===== config.mk =====
export PLATFORM = sky130hd
export DESIGN_NAME = src_table_seq
export DESIGN_NICKNAME = d
export VERILOG_FILES = /design/src/rtl/src_seq_pkg.sv /design/src/rtl/src_seq_index.sv /design/src/rtl/src_seq_ctrl.sv /design/src/rtl/src_seq_decode.sv /design/src/rtl/src_table_seq.sv
export SDC_FILE = /design/constraint.sdc
export NUM_CORES = 1
export LEC_CHECK = 0
export ABC_CLOCK_PERIOD_IN_PS = 2500
export BUFFER_PORTS_ARGS = -buffer_cell sky130_fd_sc_hd__buf_2
export CORE_AREA = 2 2 67 69
export CTS_BUF_LIST = sky130_fd_sc_hd__clkbuf_4 sky130_fd_sc_hd__clkbuf_8
export CTS_CLUSTER_DIAMETER = 30
export DETAILED_ROUTE_END_ITERATION = 10
export DIE_AREA = 0 0 69 71
export PLACE_DENSITY = 0.84
export RECOVER_POWER = 50
export SKIP_CTS_REPAIR_TIMING = 1
export SLEW_MARGIN = 20
export SYNTH_ARGS = -nofsm -noshare
export SYNTH_HDL_FRONTEND = slang
export SYNTH_SLANG_ARGS = --single-unit

===== constraint.sdc =====
create_clock -name clk -period 2.5 [get_ports clk]
set_input_delay 0.5 -clock clk [delete_from_list [all_inputs] [get_ports clk]]
set_output_delay 0.5 -clock clk [all_outputs]
set_load 0.02 [all_outputs]

===== src/rtl/src_seq_pkg.sv =====
// Package: shared types for the source chunk table sequencer.
// Holds the sequencer state encoding used by the control FSM.
package src_seq_pkg;

    typedef enum logic [2:0] {
        ST_IDLE,
        ST_FETCH,
        ST_LOAD,
        ST_ISSUE,
        ST_FIN
    } seq_state_t;

endpackage


===== src/rtl/src_seq_index.sv =====
// Module: src_seq_index
// Keeps the run length latched at start and the current table position.
// Assumes capture only occurs while idle and advance once per accepted request.
module src_seq_index #(
    parameter int TBL_AW = 6
) (
    input  logic              clk,
    input  logic              rst_n,
    input  logic              capture,
    input  logic [TBL_AW:0]   total_in,
    input  logic              advance,
    output logic [TBL_AW-1:0] rd_addr,
    output logic              last,
    output logic              total_zero
);
    localparam int CW = TBL_AW + 1;

    logic [CW-1:0] total_q;
    logic [CW-1:0] pos_q;

    // Latch the run length at start and step the position on each accepted request.
    always_ff @(posedge clk) begin
        if (!rst_n) begin
            total_q <= '0;
            pos_q   <= '0;
        end else if (capture) begin
            total_q <= total_in;
            pos_q   <= '0;
        end else if (advance) begin
            pos_q <= CW'(pos_q + 1'b1);
        end
    end

    assign rd_addr    = pos_q[TBL_AW-1:0];
    assign last       = (CW'(pos_q + 1'b1) == total_q);
    assign total_zero = (total_in == '0);

    // A request is only accepted for a position inside the latched run.
    p_pos_in_run_r3: assert property (@(posedge clk) disable iff (!rst_n)
        advance |-> (pos_q < total_q));

    // The run length is held for the whole run (start while busy ignored).
    p_total_held_r8: assert property (@(posedge clk) disable iff (!rst_n)
        (!capture && advance) |=> $stable(total_q));

endmodule


===== src/rtl/src_seq_ctrl.sv =====
// Module: src_seq_ctrl
// Control FSM: idle -> fetch entry -> wait for RAM data -> issue request ->
// next entry or finish. Assumes a table RAM with one cycle of read latency.
module src_seq_ctrl
    import src_seq_pkg::*;
(
    input  logic clk,
    input  logic rst_n,
    input  logic start,
    input  logic total_zero,
    input  logic last,
    input  logic req_ack,
    output logic capture,
    output logic rd_en,
    output logic load,
    output logic req_valid,
    output logic advance,
    output logic done,
    output logic busy
);
    seq_state_t state_q, state_d;

    // State register.
    always_ff @(posedge clk) begin
        if (!rst_n) state_q <= ST_IDLE;
        else        state_q <= state_d;
    end

    // Next-state selection.
    always_comb begin
        state_d = state_q;
        case (state_q)
            ST_IDLE:  if (start) state_d = total_zero ? ST_FIN : ST_FETCH;
            ST_FETCH: state_d = ST_LOAD;
            ST_LOAD:  state_d = ST_ISSUE;
            ST_ISSUE: if (req_ack) state_d = last ? ST_FIN : ST_FETCH;
            ST_FIN:   state_d = ST_IDLE;
            default:  state_d = ST_IDLE;
        endcase
    end

    assign capture   = (state_q == ST_IDLE) && start;
    assign rd_en     = (state_q == ST_FETCH);
    assign load      = (state_q == ST_LOAD);
    assign req_valid = (state_q == ST_ISSUE);
    assign advance   = (state_q == ST_ISSUE) && req_ack;
    assign done      = (state_q == ST_FIN);
    assign busy      = (state_q != ST_IDLE);

    // done lasts exactly one cycle.
    p_done_single_r6: assert property (@(posedge clk) disable iff (!rst_n)
        done |=> !done);

    // A table fetch follows either an accepted start or an acknowledge.
    p_fetch_after_ack_r4: assert property (@(posedge clk) disable iff (!rst_n)
        rd_en |-> ($past(capture) || $past(advance)));

endmodule


===== src/rtl/src_seq_decode.sv =====
// Module: src_seq_decode
// Splits a table entry into address and length and registers the request.
// Assumes entry data is valid in the cycle that load is high.
module src_seq_decode #(
    parameter int ADDR_W = 24,
    parameter int CNT_W  = 8
) (
    input  logic                      clk,
    input  logic                      rst_n,
    input  logic                      load,
    input  logic [ADDR_W+CNT_W-1:0]   entry,
    input  logic                      valid,
    output logic [ADDR_W-1:0]         req_addr,
    output logic [CNT_W:0]            req_len
);
    localparam int LEN_W   = CNT_W + 1;
    localparam int MAX_LEN = 1 << CNT_W;

    // Capture the decoded entry; length field stores count minus one.
    always_ff @(posedge clk) begin
        if (!rst_n) begin
            req_addr <= '0;
            req_len  <= '0;
        end else if (load) begin
            req_addr <= entry[ADDR_W+CNT_W-1:CNT_W];
            req_len  <= LEN_W'(entry[CNT_W-1:0]) + LEN_W'(1);
        end
    end

    // A valid request always carries 1..MAX_LEN bytes.
    p_len_bounds_r2: assert property (@(posedge clk) disable iff (!rst_n)
        valid |-> ((req_len != '0) && (int'(req_len) <= MAX_LEN)));

endmodule


===== src/rtl/src_table_seq.sv =====
// Module: src_table_seq (top)
// Walks a descriptor table in order, issuing one image-buffer read request
// per entry and waiting for each acknowledge. Assumes a table RAM with one
// cycle of read latency and a requester that holds req_ack for one cycle.
module src_table_seq #(
    parameter int TBL_AW = 6,
    parameter int ADDR_W = 24,
    parameter int CNT_W  = 8
) (
    input  logic                    clk,
    input  logic                    rst_n,
    input  logic                    start,
    input  logic [TBL_AW:0]         entry_total,
    output logic                    busy,
    output logic                    done,
    output logic                    tbl_rd_en,
    output logic [TBL_AW-1:0]       tbl_rd_addr,
    input  logic [ADDR_W+CNT_W-1:0] tbl_rd_data,
    output logic                    req_valid,
    output logic [ADDR_W-1:0]       req_addr,
    output logic [CNT_W:0]          req_len,
    input  logic                    req_ack
);
    logic capture, load, advance, last, total_zero;

    src_seq_ctrl u_ctrl (
        .clk        (clk),
        .rst_n      (rst_n),
        .start      (start),
        .total_zero (total_zero),
        .last       (last),
        .req_ack    (req_ack),
        .capture    (capture),
        .rd_en      (tbl_rd_en),
        .load       (load),
        .req_valid  (req_valid),
        .advance    (advance),
        .done       (done),
        .busy       (busy)
    );

    src_seq_index #(.TBL_AW(TBL_AW)) u_index (
        .clk        (clk),
        .rst_n      (rst_n),
        .capture    (capture),
        .total_in   (entry_total),
        .advance    (advance),
        .rd_addr    (tbl_rd_addr),
        .last       (last),
        .total_zero (total_zero)
    );

    src_seq_decode #(.ADDR_W(ADDR_W), .CNT_W(CNT_W)) u_decode (
        .clk      (clk),
        .rst_n    (rst_n),
        .load     (load),
        .entry    (tbl_rd_data),
        .valid    (req_valid),
        .req_addr (req_addr),
        .req_len  (req_len)
    );

    // A waiting request keeps its contents until acknowledged.
    p_req_hold_r5: assert property (@(posedge clk) disable iff (!rst_n)
        (req_valid && !req_ack) |=> (req_valid && $stable(req_addr) && $stable(req_len)));

    // done follows either the last acknowledge or a zero-length start.
    p_done_cause_r6: assert property (@(posedge clk) disable iff (!rst_n)
        done |-> ($past(req_valid && req_ack) || $past(start && !busy)));

    // No table read while a request is outstanding.
    p_no_fetch_pending_r4: assert property (@(posedge clk) disable iff (!rst_n)
        req_valid |-> !tbl_rd_en);

endmodule


==> impl_metrics.ini <==
[sta]
unrepaired_setup_endpoints_after_global_routing = no
final.min_clock_period_ns = 1.92
fin_skew_ns = 0.00600
finalMaxSlewViolations = 0
timing.final.ws_setup_ns = 0.583
fmax_mhz = 522
final_hold_viol_count = 0
worstMarginPinSlew_ns = 0.711
setup_viol = 0
aggregate_negative_setup_slack_ns = 0
maxSlewHeadroom_pct = 52.6
final.period_utilization_pct = 76.7

[setup_path]
worstSetupEndpointType = output pin
timing.critical_path.required_ns = 2.00
worstPathArrival_ns = 1.42
startpoint_type = flop
worst_setup_path_class = reg -> out
crit_path_max_fo = 11

[placed_design]
preCtsSetupSlack_ns = 0.740
place.port_buffers = 85
detailed_place.area_um2 = 2580
routabilityCongestion = 0.856
dp_hpwl_um = 3520

[clock_tree]
num_clock_sinks = 50
cts.clk_slew.worst_paths_ns = 0.09
cts.root.buffer_cell = clkbuf_8
cts-buffers-inserted = 5
tritoncts = built
htree_num_levels = 2
cts_buffer_depth = 2
worst_skew_pair.late_latency_ns = 0.31

[detailed_routing]
total_length_of_routed_wires_um = 4800
route.detailed.vias_per_inst = 5.09
route.detailed.drc = 0
detail-route-antenna-nets = 0
post_dr_wirelength_cell_um = 12.0
vias = 2042
detail_route.first_pass.iterations = 5
dr.first_iter.drc_count = 117

[finish]
layout.cell_area.non_filler_um2 = 2640
n_antenna_cell = 0
area_growth_from_synthesis_to_layout_pct = 20.9
layout-drive-gt1-share_pct = 18.3
layout.cells.most_common_list = nand2_1, buf_2, dfxtp_1
leading_cell_type_in_the_layout_fill_and_taps_excluded = nand2_1
final_core_util_pct = 62.7
layout.nets = 393

[pwr]
irDropWorstVdd_uv = 379
pwr_density_cell_nw_per_um2 = 729
leakage_uw = 0.00106
swShare_pct = 34.0
clock_power_share_pct = 26.4
power_frac_seq_pct = 48.8
power_switching_uw = 653
power.share.combinational_pct = 24.7
p_int_uw = 1270

[min_path]
hold_path_class = in -> reg

[yosys]
post_synth_inst_count = 272
ys_seq_elements = 50
synth-warning-count = 0
synth_enable_flop_cells = 0
synthesis.area_per_instance_um2 = 8.01
dominantRegCellSynth = dfxtp_1
fraction_of_registers_with_async_set_or_reset_after_synthesis_pct = 0
synth_nets = 317
syn-cell-area_um2 = 2180
seq_area_frac_synth_pct = 45.9
yosysUniqueCellTypes = 34

[global_route]
maximum_number_of_pins_on_one_net_before_global_route_repair = 41
grt.overflow.total = 0
vias_in_the_first_global_route = 1815
antenna_found_initial = 0
global_route_wire_length_before_repair_um = 8110
grt_util_all_layers_pct = 20.3

[floorplan]
chipWidth_um = 69
die_area_um2 = 4900
io_pins = 86
floorplan.die.height_um = 71
row_count = 24
core_region_area_um2 = 4200
initial_utilization_pct = 51.8

[run]
maxCapViolations = 0

[status]
outcome = complete, no violations
[cell usage after synthesis, types with 2 or more instances]
master	number	area [µm²]
xor2_1	8	70.1
ha_1	2	25.0
and3_1	2	12.5
or3_1	2	12.5
buf_4	10	75.1
nor4_1	2	12.5
nor2_1	19	71.3
xnor2_1	10	87.6
o21ai_0	5	25.0
and2_1	2	12.5
clkbuf_1	5	18.8
a211oi_1	7	52.6
inv_1	2	7.51
nor3_1	5	25.0
a21oi_1	37	185
nor2b_1	2	12.5
buf_2	5	25.0
nand3_1	8	40.0
nand2_1	73	274
nor3b_1	3	22.5
dfxtp_1	50	1000
[final timing paths]
path / slack, ns / depth (start not counted) / endpoint / from
hold / removal: 0.41 / 2 / u_decode.req_len[0]$_SDFFE_PN0N_ / tbl_rd_data[0]
setup / recovery: 0.58 / 2 / req_valid / u_ctrl.state_q[1]$_SDFFE_PN0P_
hold reg to reg: 0.46 / 2 / u_decode.req_addr[18]$_SDFFE_PN0N_ / u_decode.req_addr[18]$_SDFFE_PN0N_
setup reg to reg: 0.72 / 6 / u_ctrl.state_q[2]$_SDFFE_PN0P_ / u_index.pos_q[0]$_SDFFE_PP0P_
[critical path: stages (launching register included)]
cell and delay, ns:
dfxtp_1 0.50, and3b_1 0.38, buf_2 0.23
[sequential cells by signal (all words and copies together), names as in the netlist]
signal and count:
u_decode.req_addr 24, u_decode.req_len 9, u_index.pos_q 7, u_index.total_q 7, u_ctrl.state_q 3
[power groups by stage]
| stage | combinational (µW) | sequential (µW) | clock [µW] |
|---|---|---|---|
| detailed placement | 499 | 953 | 0 |
| floorplan | 283 | 1010 | 0 |
| CTS | 500 | 936 | 516 |
| global placement | 491 | 951 | 0 |
| finish | 475 | 938 | 508 |
| global route | 529 | 952 | 547 |
[stage by stage]
step                      power, µW  hold WS [ns]  cells
final                          1920         0.407    401
after global routing           2030         0.402    401
after CTS                      1950         0.402    401
after detailed placement       1450         0.443    393
after global placement         1440         0.439    393
after floorplan                1300         0.448    272
[logic make-up (layout without fill, tap and decap cells)]
group                      count (synthesis)  count (layout)  share of synthesized area [%]
xor gates and xnor gates                  18              18                           7.23
and+or+nand+nor                          123             123                           24.9
AOI/OAI and AO/OA                         57              57                           15.0
adders and majority gates                  2               2                           1.15
buffers and inverters                     22              99                           5.80
DFF                                       50              50                           45.9
[per-layer routing]
layer | global-route usage [%] | vias up | routed length, µm
met3 | 6.13 | 7 | 352
met2 | 32.7 | 75 | 2190
li1 | - | 1060 | -
met1 | 25.9 | 900 | 2180
met4 | 7.63 | 0 | 79
met5 | 0 | - | 0
[layout make-up]
class | count | area, µm²
multi-input combinational | 200 | 1050
clock inverter | 2 | 16.3
inverter | 2 | 7.51
timing repair buffer | 89 | 410
clock buffer | 6 | 82.6
sequential | 50 | 1000
fill | 409 | 1570
tap | 52 | 65.1
(Power assumes the default switching activity.)
